$ cat src/rtl/pix_bus_serializer.sv
module pix_bus_serializer #(
  parameter int PIX_W = 24,
  parameter int BUS_W = 16,
  parameter int CNT_W = 24
) (
  input  logic             clk,
  input  logic             rst_n,
  input  logic [1:0]       cfg_dtype,
  input  logic [1:0]       cfg_bus,
  input  logic [CNT_W-1:0] cfg_count,
  input  logic             start,
  output logic             cfg_bad,
  output logic             busy,
  input  logic             pix_valid,
  output logic             pix_ready,
  input  logic [PIX_W-1:0] pix_data,
  output logic             wr_valid,
  input  logic             wr_ready,
  output logic [BUS_W-1:0] wr_data,
  output logic             frame_done
);

  localparam logic [1:0] FMT_ONE = 2'd0, FMT_TWO = 2'd1, FMT_THREE = 2'd2, FMT_PAIR = 2'd3;

  function automatic logic [4:0] lines_of(input logic [1:0] code);
    case (code)
      2'd0: lines_of = 5'd8;
      2'd1: lines_of = 5'd9;
      2'd2: lines_of = 5'd12;
      default: lines_of = 5'd16;
    endcase
  endfunction

  function automatic logic [4:0] bits_of(input logic [1:0] code);
    case (code)
      2'd0: bits_of = 5'd12;
      2'd1: bits_of = 5'd16;
      2'd2: bits_of = 5'd18;
      default: bits_of = 5'd24;
    endcase
  endfunction

  logic [1:0] fmt_c;
  logic       ok_c;

  always_comb begin
    ok_c  = 1'b1;
    fmt_c = FMT_ONE;
    case ({cfg_dtype, cfg_bus})
      4'b00_00: fmt_c = FMT_PAIR;
      4'b00_10: fmt_c = FMT_ONE;
      4'b01_00: fmt_c = FMT_TWO;
      4'b01_11: fmt_c = FMT_ONE;
      4'b10_01: fmt_c = FMT_TWO;
      4'b10_10: fmt_c = FMT_PAIR;
      4'b11_00: fmt_c = FMT_THREE;
      4'b11_10: fmt_c = FMT_TWO;
      4'b11_11: fmt_c = FMT_PAIR;
      default:  ok_c  = 1'b0;
    endcase
  end

  assign cfg_bad = !ok_c;

  logic [1:0]       dt_q, bus_q, fmt_q, ph;
  logic [CNT_W-1:0] rem;
  logic [PIX_W-1:0] cur;

  logic [4:0]       lw, hw, bw;
  logic [PIX_W-1:0] pmask, live, word;
  logic [BUS_W-1:0] wmask;
  logic [1:0]       last_ph;
  logic             lone, need_pix, fire, pix_take, grp_end, done_c;
  logic [CNT_W-1:0] rem_n;

  assign lw    = lines_of(bus_q);
  assign hw    = lw >> 1;
  assign bw    = bits_of(dt_q);
  assign pmask = ~({PIX_W{1'b1}} << bw);
  assign wmask = ~({BUS_W{1'b1}} << lw);
  assign live  = pix_data & pmask;

  assign last_ph  = (fmt_q == FMT_ONE) ? 2'd0 : (fmt_q == FMT_TWO) ? 2'd1 : 2'd2;
  assign lone     = busy && fmt_q == FMT_PAIR && ph == 2'd1 && rem == '0;
  assign need_pix = busy && (ph == 2'd0 || (fmt_q == FMT_PAIR && ph == 2'd1 && rem != '0));

  assign wr_valid  = busy && (!need_pix || pix_valid);
  assign pix_ready = need_pix && wr_ready;
  assign fire      = wr_valid && wr_ready;
  assign pix_take  = pix_valid && pix_ready;
  assign grp_end   = (ph == last_ph) || lone;
  assign rem_n     = rem - CNT_W'(pix_take);
  assign done_c    = fire && grp_end && rem_n == '0;

  always_comb begin
    word = '0;
    case (fmt_q)
      FMT_ONE:   word = live;
      FMT_TWO:   word = (ph == 2'd0) ? (live >> lw) : cur;
      FMT_THREE: begin
        if (ph == 2'd0)      word = live >> (lw << 1);
        else if (ph == 2'd1) word = cur >> lw;
        else                 word = cur;
      end
      default: begin
        if (ph == 2'd0)      word = live >> hw;
        else if (ph == 2'd1) word = (cur << hw) | (lone ? '0 : (live >> lw));
        else                 word = cur;
      end
    endcase
  end

  assign wr_data = word[BUS_W-1:0] & wmask;

  always_ff @(posedge clk or negedge rst_n) begin
    if (!rst_n) begin
      busy       <= 1'b0;
      rem        <= '0;
      ph         <= 2'd0;
      cur        <= '0;
      dt_q       <= 2'd0;
      bus_q      <= 2'd0;
      fmt_q      <= FMT_ONE;
      frame_done <= 1'b0;
    end else begin
      frame_done <= done_c;
      if (!busy) begin
        if (start && ok_c && cfg_count != '0) begin
          busy  <= 1'b1;
          rem   <= cfg_count;
          ph    <= 2'd0;
          dt_q  <= cfg_dtype;
          bus_q <= cfg_bus;
          fmt_q <= fmt_c;
        end
      end else if (fire) begin
        if (pix_take) cur <= live;
        rem <= rem_n;
        ph  <= grp_end ? 2'd0 : ph + 2'd1;
        if (done_c) busy <= 1'b0;
      end
    end
  end

  AST_IDLE_QUIET: assert property (@(posedge clk) disable iff (!rst_n)
    !busy |-> (!wr_valid && !pix_ready));
  AST_DONE_PULSE: assert property (@(posedge clk) disable iff (!rst_n)
    frame_done |=> !frame_done);
  AST_DONE_IDLE: assert property (@(posedge clk) disable iff (!rst_n)
    frame_done |-> !busy);
  AST_TAKE_WITH_WORD: assert property (@(posedge clk) disable iff (!rst_n)
    (pix_valid && pix_ready) |-> (wr_valid && wr_ready));
  AST_HELD_WORD: assert property (@(posedge clk) disable iff (!rst_n)
    (busy && !need_pix && wr_valid && !wr_ready) |=> $stable(wr_data));
  AST_REJECT: assert property (@(posedge clk) disable iff (!rst_n)
    (!busy && start && cfg_bad) |=> !busy);

endmodule

$ cat config.mk
export PLATFORM = sky130hd
export DESIGN_NAME = pix_bus_serializer
export DESIGN_NICKNAME = d
export VERILOG_FILES = /design/src/rtl/pix_bus_serializer.sv
export SDC_FILE = /design/constraint.sdc
export NUM_CORES = 1
export LEC_CHECK = 0
export CELL_PAD_IN_SITES_DETAIL_PLACEMENT = 2
export CELL_PAD_IN_SITES_GLOBAL_PLACEMENT = 2
export CORE_ASPECT_RATIO = 0.7
export CORE_MARGIN = 8
export CORE_UTILIZATION = 36
export CTS_BUF_LIST = sky130_fd_sc_hd__clkbuf_4 sky130_fd_sc_hd__clkbuf_8
export DETAILED_ROUTE_END_ITERATION = 7
export GPL_TIMING_DRIVEN = 0
export PLACE_DENSITY = 0.94
export SLEW_MARGIN = 20
export SYNTH_ARGS = -nofsm -noshare
export SYNTH_HDL_FRONTEND = slang
export SYNTH_SLANG_ARGS = --single-unit
export TNS_END_PERCENT = 5
$ cat constraint.sdc
create_clock -name clk -period 5.8 [get_ports clk]
set_input_delay 1.74 -clock clk [delete_from_list [all_inputs] [get_ports clk]]
set_output_delay 1.74 -clock clk [all_outputs]
set_load 0.005 [all_outputs]
# Yosys cells after proc, flatten, opt, wreduce, memory -nomap -nowiden
# Cells that the tools add are included.
# classes
n_addsub	2
eq_ne	18
n_shift	7
n_mux	24
n_bitwise	6
reduce_logical	35
# ops
op	count
16-bit 2-to-1 mux	6
24-bit 2-to-1 mux	3
24-bit by 5-bit >> shifter with 16-bit output	3
24-bit zero test	2
16-bit one-hot mux with 3 select lines	1
24-bit nonzero test	2
5-bit one-hot mux with 3 select lines	2
24-bit AND	1
24-bit NOT	1
24-bit by 4-bit << shifter with 16-bit output	1
24-bit by 5-bit << shifter with 24-bit output (first input constant)	1
24-bit by 4-bit >> shifter with 16-bit output	1
24-bit by 1-bit subtractor with 24-bit output	1
4-bit equality test (second input constant)	5
16-bit AND	1
16-bit NOT	1
16-bit bitwise OR	1
16-bit by 5-bit << shifter with 16-bit output (first input constant)	1
1-bit logical AND	14
2-bit 2-to-1 mux	6
9-bit OR reduction	1
2-bit by 1-bit equality test with 1-bit output (second input constant)	4
2-bit equality test (second input constant)	4
4-bit by 3-bit equality test with 1-bit output (second input constant)	2
other kinds (15)	27
# totals
reg_bits	58
output_inout_bits	21
wordCells	100

# Depth between registers and ports, before layout
# logic_depth
ltp_word	14
depth_mapped	15

# Least setup slack after synthesis
# OpenSTA, ideal clock, no wires.
# synth_timing
kind	input to output
startpoint	input pix_data[16]
endpoint	output wr_data[8]
arrival_ps	2946
required_ps	4060
path_slack_ps	1114
path_stages	6
n_path_buf	0
cell_sequence	nor4b_1 a21oi_1 a21oi_1 nand2_1 a311o_1 a31oi_1
# synth_via
elab_chain_len	8
elab_cells_between_ends	12
cone_classes	shift (3); mux (6); bitwise (3)
# synth_lines
item	line_no	text
from (decl)	16	input logic [PIX_W-1:0] pix_data,
24-bit AND (*)	81	assign live = pix_data & pmask;
24-bit by 5-bit >> shifter with 16-bit output	99, 107	
16-bit 2-to-1 mux	107	else if (ph == 2'd1) word = (cur << hw) | (lone ? '0 : (live >> lw));
16-bit bitwise OR	107	
16-bit 2-to-1 mux	107	
16-bit 2-to-1 mux	106	if (ph == 2'd0) word = live >> hw;
16-bit one-hot mux with 3 select lines (*)	97	case (fmt_q)
16-bit AND (*)	113	assign wr_data = word[BUS_W-1:0] & wmask;
to (decl)	19	output logic [BUS_W-1:0] wr_data,
# Mark *: on every way between the ends. The rest lies on a longest branch, timed or not.

# Worst setup path in the final report
# layout_timing
startpoint	register bus_q[0]
endpoint	output wr_data[12]
# layout_via
elab_chain_len	9
elab_cells_between_ends	20
cone_classes	eq/ne (2); shift (6); mux (8); bitwise (3); reduce/logical (1)
# layout_lines
item	line_no	text
from (decl)	65	logic [1:0] dt_q, bus_q, fmt_q, ph;
from (signal assigned)	133	bus_q <= cfg_bus;
2-bit equality test, or another cell as far along	26	case (code)
5-bit one-hot mux with 3 select lines (*)	26	
24-bit by 5-bit >> shifter with 16-bit output	99, 107	
16-bit 2-to-1 mux	107	
16-bit bitwise OR	107	
16-bit 2-to-1 mux	107	
16-bit 2-to-1 mux	106	
16-bit one-hot mux with 3 select lines	97	
16-bit AND (*)	113	
# Marks and branches as above.

==> flow_metrics.env <==
export IMPL_postLayoutCellArea_mm2=0.00778
export IMPL_tritoncts="built"
export IMPL_drcViolationCount=0
export IMPL_final_common_cell="sky130_fd_sc_hd__nand2_1"
export IMPL_switching_share_of_power=0.590
export IMPL_switchingPower_mw=2.89
export IMPL_commonest_non_fill_non_tap_cells_in_the_layout="sky130_fd_sc_hd__nand2_1 (91), sky130_fd_sc_hd__o21ai_0 (77), sky130_fd_sc_hd__a21oi_1 (72)"
export IMPL_synthesis_area_mm2=0.00632
export IMPL_outcome="complete, but fails checks"
export IMPL_fin_crit_sh=1.05
export IMPL_power_per_cell_area_mw_per_mm2=631
export IMPL_yosys_most_used_dff="sky130_fd_sc_hd__dfrtp_1"
export IMPL_ir_worst_vdd_v=0.000205
export IMPL_top_post_synthesis_cells_by_area="sky130_fd_sc_hd__dfrtp_1 (23%), sky130_fd_sc_hd__o21ai_0 (6.3%), sky130_fd_sc_hd__a21oi_1 (6.1%)"
export IMPL_finalCriticalPeriod_ns=6.09
export IMPL_clock_tree_htree_level_count=3
export IMPL_fp_row_count=40
export IMPL_grt_util_all_layers=0.347
export IMPL_max_cap_viol_count=0
export IMPL_endpoint_kind="output pin"
export IMPL_worst_path_max_delay_cell="sky130_fd_sc_hd__buf_1"
export IMPL_ys_seq_elements=58
export IMPL_tritoncts_num_sinks=58
export IMPL_drt_iter0_drc=1162
export IMPL_failed_checks="negative setup slack"
export IMPL_synth_lib_cells_used_distinct=81
export IMPL_clock_power_share=0.090
export IMPL_global_route_wire_length_before_repair_um=58300
export IMPL_total_of_endpoints_with_negative_setup_slack_in_the_final_report=8
export IMPL_count_of_flip_flops_with_a_built_in_enable_after_synthesis=0
export IMPL_worst_setup_hold_path_clk_slew_ns=0.08
export IMPL_achievable_frequency_ghz=0.164
export IMPL_synthArstFlopShare=1.00
export IMPL_cts_made_buffers=9
export IMPL_die_x_um=174
export IMPL_num_io_pins=78
export IMPL_die_height_um=127
export IMPL_route_final_wire_length_um=39400
export IMPL_postSynthNetCount=916
export IMPL_critical_path_peak_fanout=10
export IMPL_fillCellCount=2017
export IMPL_report_final_slew_viol_count=0
export IMPL_comb_power_share=0.738
export IMPL_pin_count_of_the_biggest_net_entering_global_routing=47
export IMPL_min_setup_slack_post_route_ns=-0.286
export IMPL_synth_top_area_frac=0.230
export IMPL_finalClockSkew_ns=0.0148
export IMPL_dp_worst_setup_slack_ns=-0.525
export IMPL_worstSetupStartpointType="register"
export IMPL_synthDominantAreaCellType="sky130_fd_sc_hd__dfrtp_1"
export IMPL_path_buf_inv=4
export IMPL_fp_dieArea_mm2=0.0221
export IMPL_total_power_draw_mw=4.91
export IMPL_worst_slew_pin_slew_ns=0.999
export IMPL_last_weighted_congestion_value_of_the_routability_driven_placer=1.02
export IMPL_grt_pass1_vias=8798
export IMPL_cts_root_buf="sky130_fd_sc_hd__clkbuf_8"
export IMPL_total_leakage_power_nw=3.18
export IMPL_initial_antenna_violation_count=1
export IMPL_final_core_utilization=0.453
export IMPL_rsz_0062_raised_after_global_routing="true"
export IMPL_p_int_mw=2.01
export IMPL_worstSkewPairLatency_ns=0.37
export IMPL_dr_pass1_iters=6
export IMPL_antenna_diode_count=0
export IMPL_grt_ovfl_total=0
export IMPL_final_hold_viol_count=0
export IMPL_floorplan_initialDensity=0.368
export IMPL_largest_delay_share_family_worst_path="buffers and inverters"
export IMPL_hpwlAfterDp_um=29400
export IMPL_core_area_mm2=0.0172
export IMPL_area_growth_from_synthesis_to_layout_pct=23.2
export IMPL_postPlaceCellArea_mm2=0.00737
export IMPL_power_share_sequential=0.172
export IMPL_critical_path_cell_chain="clkbuf_1 -> buf_1 -> buf_2 -> nand2_1 -> a21oi_1 -> a21oi_1 -> o21ai_0 -> a21oi_1 -> nor4_1 -> clkdlybuf4s50_1"
export IMPL_synth_yosys_warnings=0
export IMPL_final_antenna_net_count=0
export IMPL_port_buffers=74
export IMPL_synth_avg_cell_area_um2=7.43
export IMPL_seq_area_frac_synth=0.230
export IMPL_worst_path_most_repeated_cell="sky130_fd_sc_hd__a21oi_1"
export IMPL_worst_endpoint_arrival_ns=4.35
export IMPL_via_total_after_detailed_routing=8433
export IMPL_post_drt_via_cell_ratio=7.16
export IMPL_final_nets=1006
export IMPL_worst_setup_path_type="register to output pin"
export IMPL_synthCells=851
export IMPL_worst_slew_margin_rel=0.328
export IMPL_required_ns=4.06
export IMPL_drive_above_1_share=0.125
export IMPL_min_path_type="register to register"
export IMPL_cts_max_path_buffers=2
export IMPL_routed_len_inst_um=33.5
export IMPL_critical_path_max_stage_delay_ns=0.66
final timing paths:
check	from	end	slack, ns	cells after the start
max in group asynchronous	rst_n	cur[3]$_DFFE_PN0P_	4.01	2
hold / removal	rem[22]$_DFFE_PN0P_	rem[22]$_DFFE_PN0P_	0.56	1
hold reg to reg	rem[22]$_DFFE_PN0P_	rem[22]$_DFFE_PN0P_	0.56	1
setup / recovery	bus_q[0]$_DFFE_PN0P_	wr_data[12]	-0.29	10
setup reg to reg	rem[14]$_DFFE_PN0P_	frame_done$_DFF_PN0_	-0.10	15
min in group asynchronous	rst_n	frame_done$_DFF_PN0_	1.24	1
cells in the mapped netlist, types with 16 or more instances:
cell and n:
sky130_fd_sc_hd__inv_1 16, sky130_fd_sc_hd__clkbuf_1 57, sky130_fd_sc_hd__nand2_1 91, sky130_fd_sc_hd__nand2b_1 21, sky130_fd_sc_hd__nor2b_1 26, sky130_fd_sc_hd__o22ai_1 25
sky130_fd_sc_hd__o21ai_0 79, sky130_fd_sc_hd__a21oi_1 77, sky130_fd_sc_hd__mux2i_1 26, sky130_fd_sc_hd__dfrtp_1 58, sky130_fd_sc_hd__nor4_1 18, sky130_fd_sc_hd__nor2_1 60
metrics by stage:
stage                     TNS [ns]  hold WS [ns]  std cells
final                        -1.15         0.558       1177
after global routing         -1.53         0.584       1177
after CTS                   -0.275         0.556       1173
after detailed placement     -3.63         0.512       1157
after global placement       -3.26         0.497       1156
after floorplan                  0         0.466        851
final cells by class:
cell class,instances,area (um2),share of cell area
sequential,58,1450,0.186
clock buffer,9,124,0.0159
tap,231,289,0.0371
buffer,78,335,0.0431
inverter,19,71.3,0.00916
timing repair buffer,79,813,0.104
clock inverter,7,93.8,0.0121
multi-input combinational,696,4610,0.592
what timing repair did:
action,in CTS,in global routing
pin swaps,1,4
cloned,0,0
resized for setup,26,30
endpoints found under the setup margin,16,16
setup buffers,0,4
hold buffers,0,0
endpoints found under the hold margin,0,0
power groups by stage:
stage	sequential, mW	combinational [mW]	clock, mW
finish	0.846	3.62	0.442
CTS	0.819	3.40	0.443
global placement	0.806	3.16	0
floorplan	0.705	2.05	0
global route	0.855	3.74	0.458
detailed placement	0.822	3.28	0
flip-flops by register name, summed over array words and instances, names as in the netlist:
register / flops
cur: 24
rem: 24
bus_q: 2
dt_q: 2
fmt_q: 2
ph: 2
busy: 1
frame_done: 1
routing by layer:
metal  vias up  GRT usage  part of all wire
met5         -          0           0.00033
met4         2      0.118             0.035
met3       140      0.128              0.14
met2       720      0.489              0.40
met1      4191      0.477              0.42
li1       3380          -                 -
cells by family (layout without fill, tap and decap cells):
kind of cell | Yosys count | after routing | synth area share
buffers and inverters | 97 | 192 | 0.0620
DFF | 58 | 58 | 0.230
xor gates and xnor gates | 11 | 11 | 0.0152
AOI/OAI and AO/OA | 309 | 309 | 0.315
adders and majority gates | 8 | 8 | 0.0158
and+or+nand+nor | 319 | 319 | 0.262
muxes | 49 | 49 | 0.100
worst register-to-register path, stage by stage (launching register included):
cell                        delay (ns)
sky130_fd_sc_hd__dfrtp_1          0.37
sky130_fd_sc_hd__clkbuf_1         0.22
sky130_fd_sc_hd__nor4_1           0.59
sky130_fd_sc_hd__nand4_1          0.53
sky130_fd_sc_hd__o211a_1          0.42
sky130_fd_sc_hd__o211ai_2         0.44
sky130_fd_sc_hd__clkbuf_1         0.52
sky130_fd_sc_hd__inv_1            0.12
sky130_fd_sc_hd__ha_1             0.26
sky130_fd_sc_hd__ha_1             0.31
sky130_fd_sc_hd__inv_1            0.06
sky130_fd_sc_hd__nor4_1           0.46
sky130_fd_sc_hd__nand4_1          0.19
sky130_fd_sc_hd__a2111oi_1        0.67
sky130_fd_sc_hd__nand4_1          0.23
sky130_fd_sc_hd__nor4_1           0.40
Note: power is estimated with default switching activity, not from simulation.
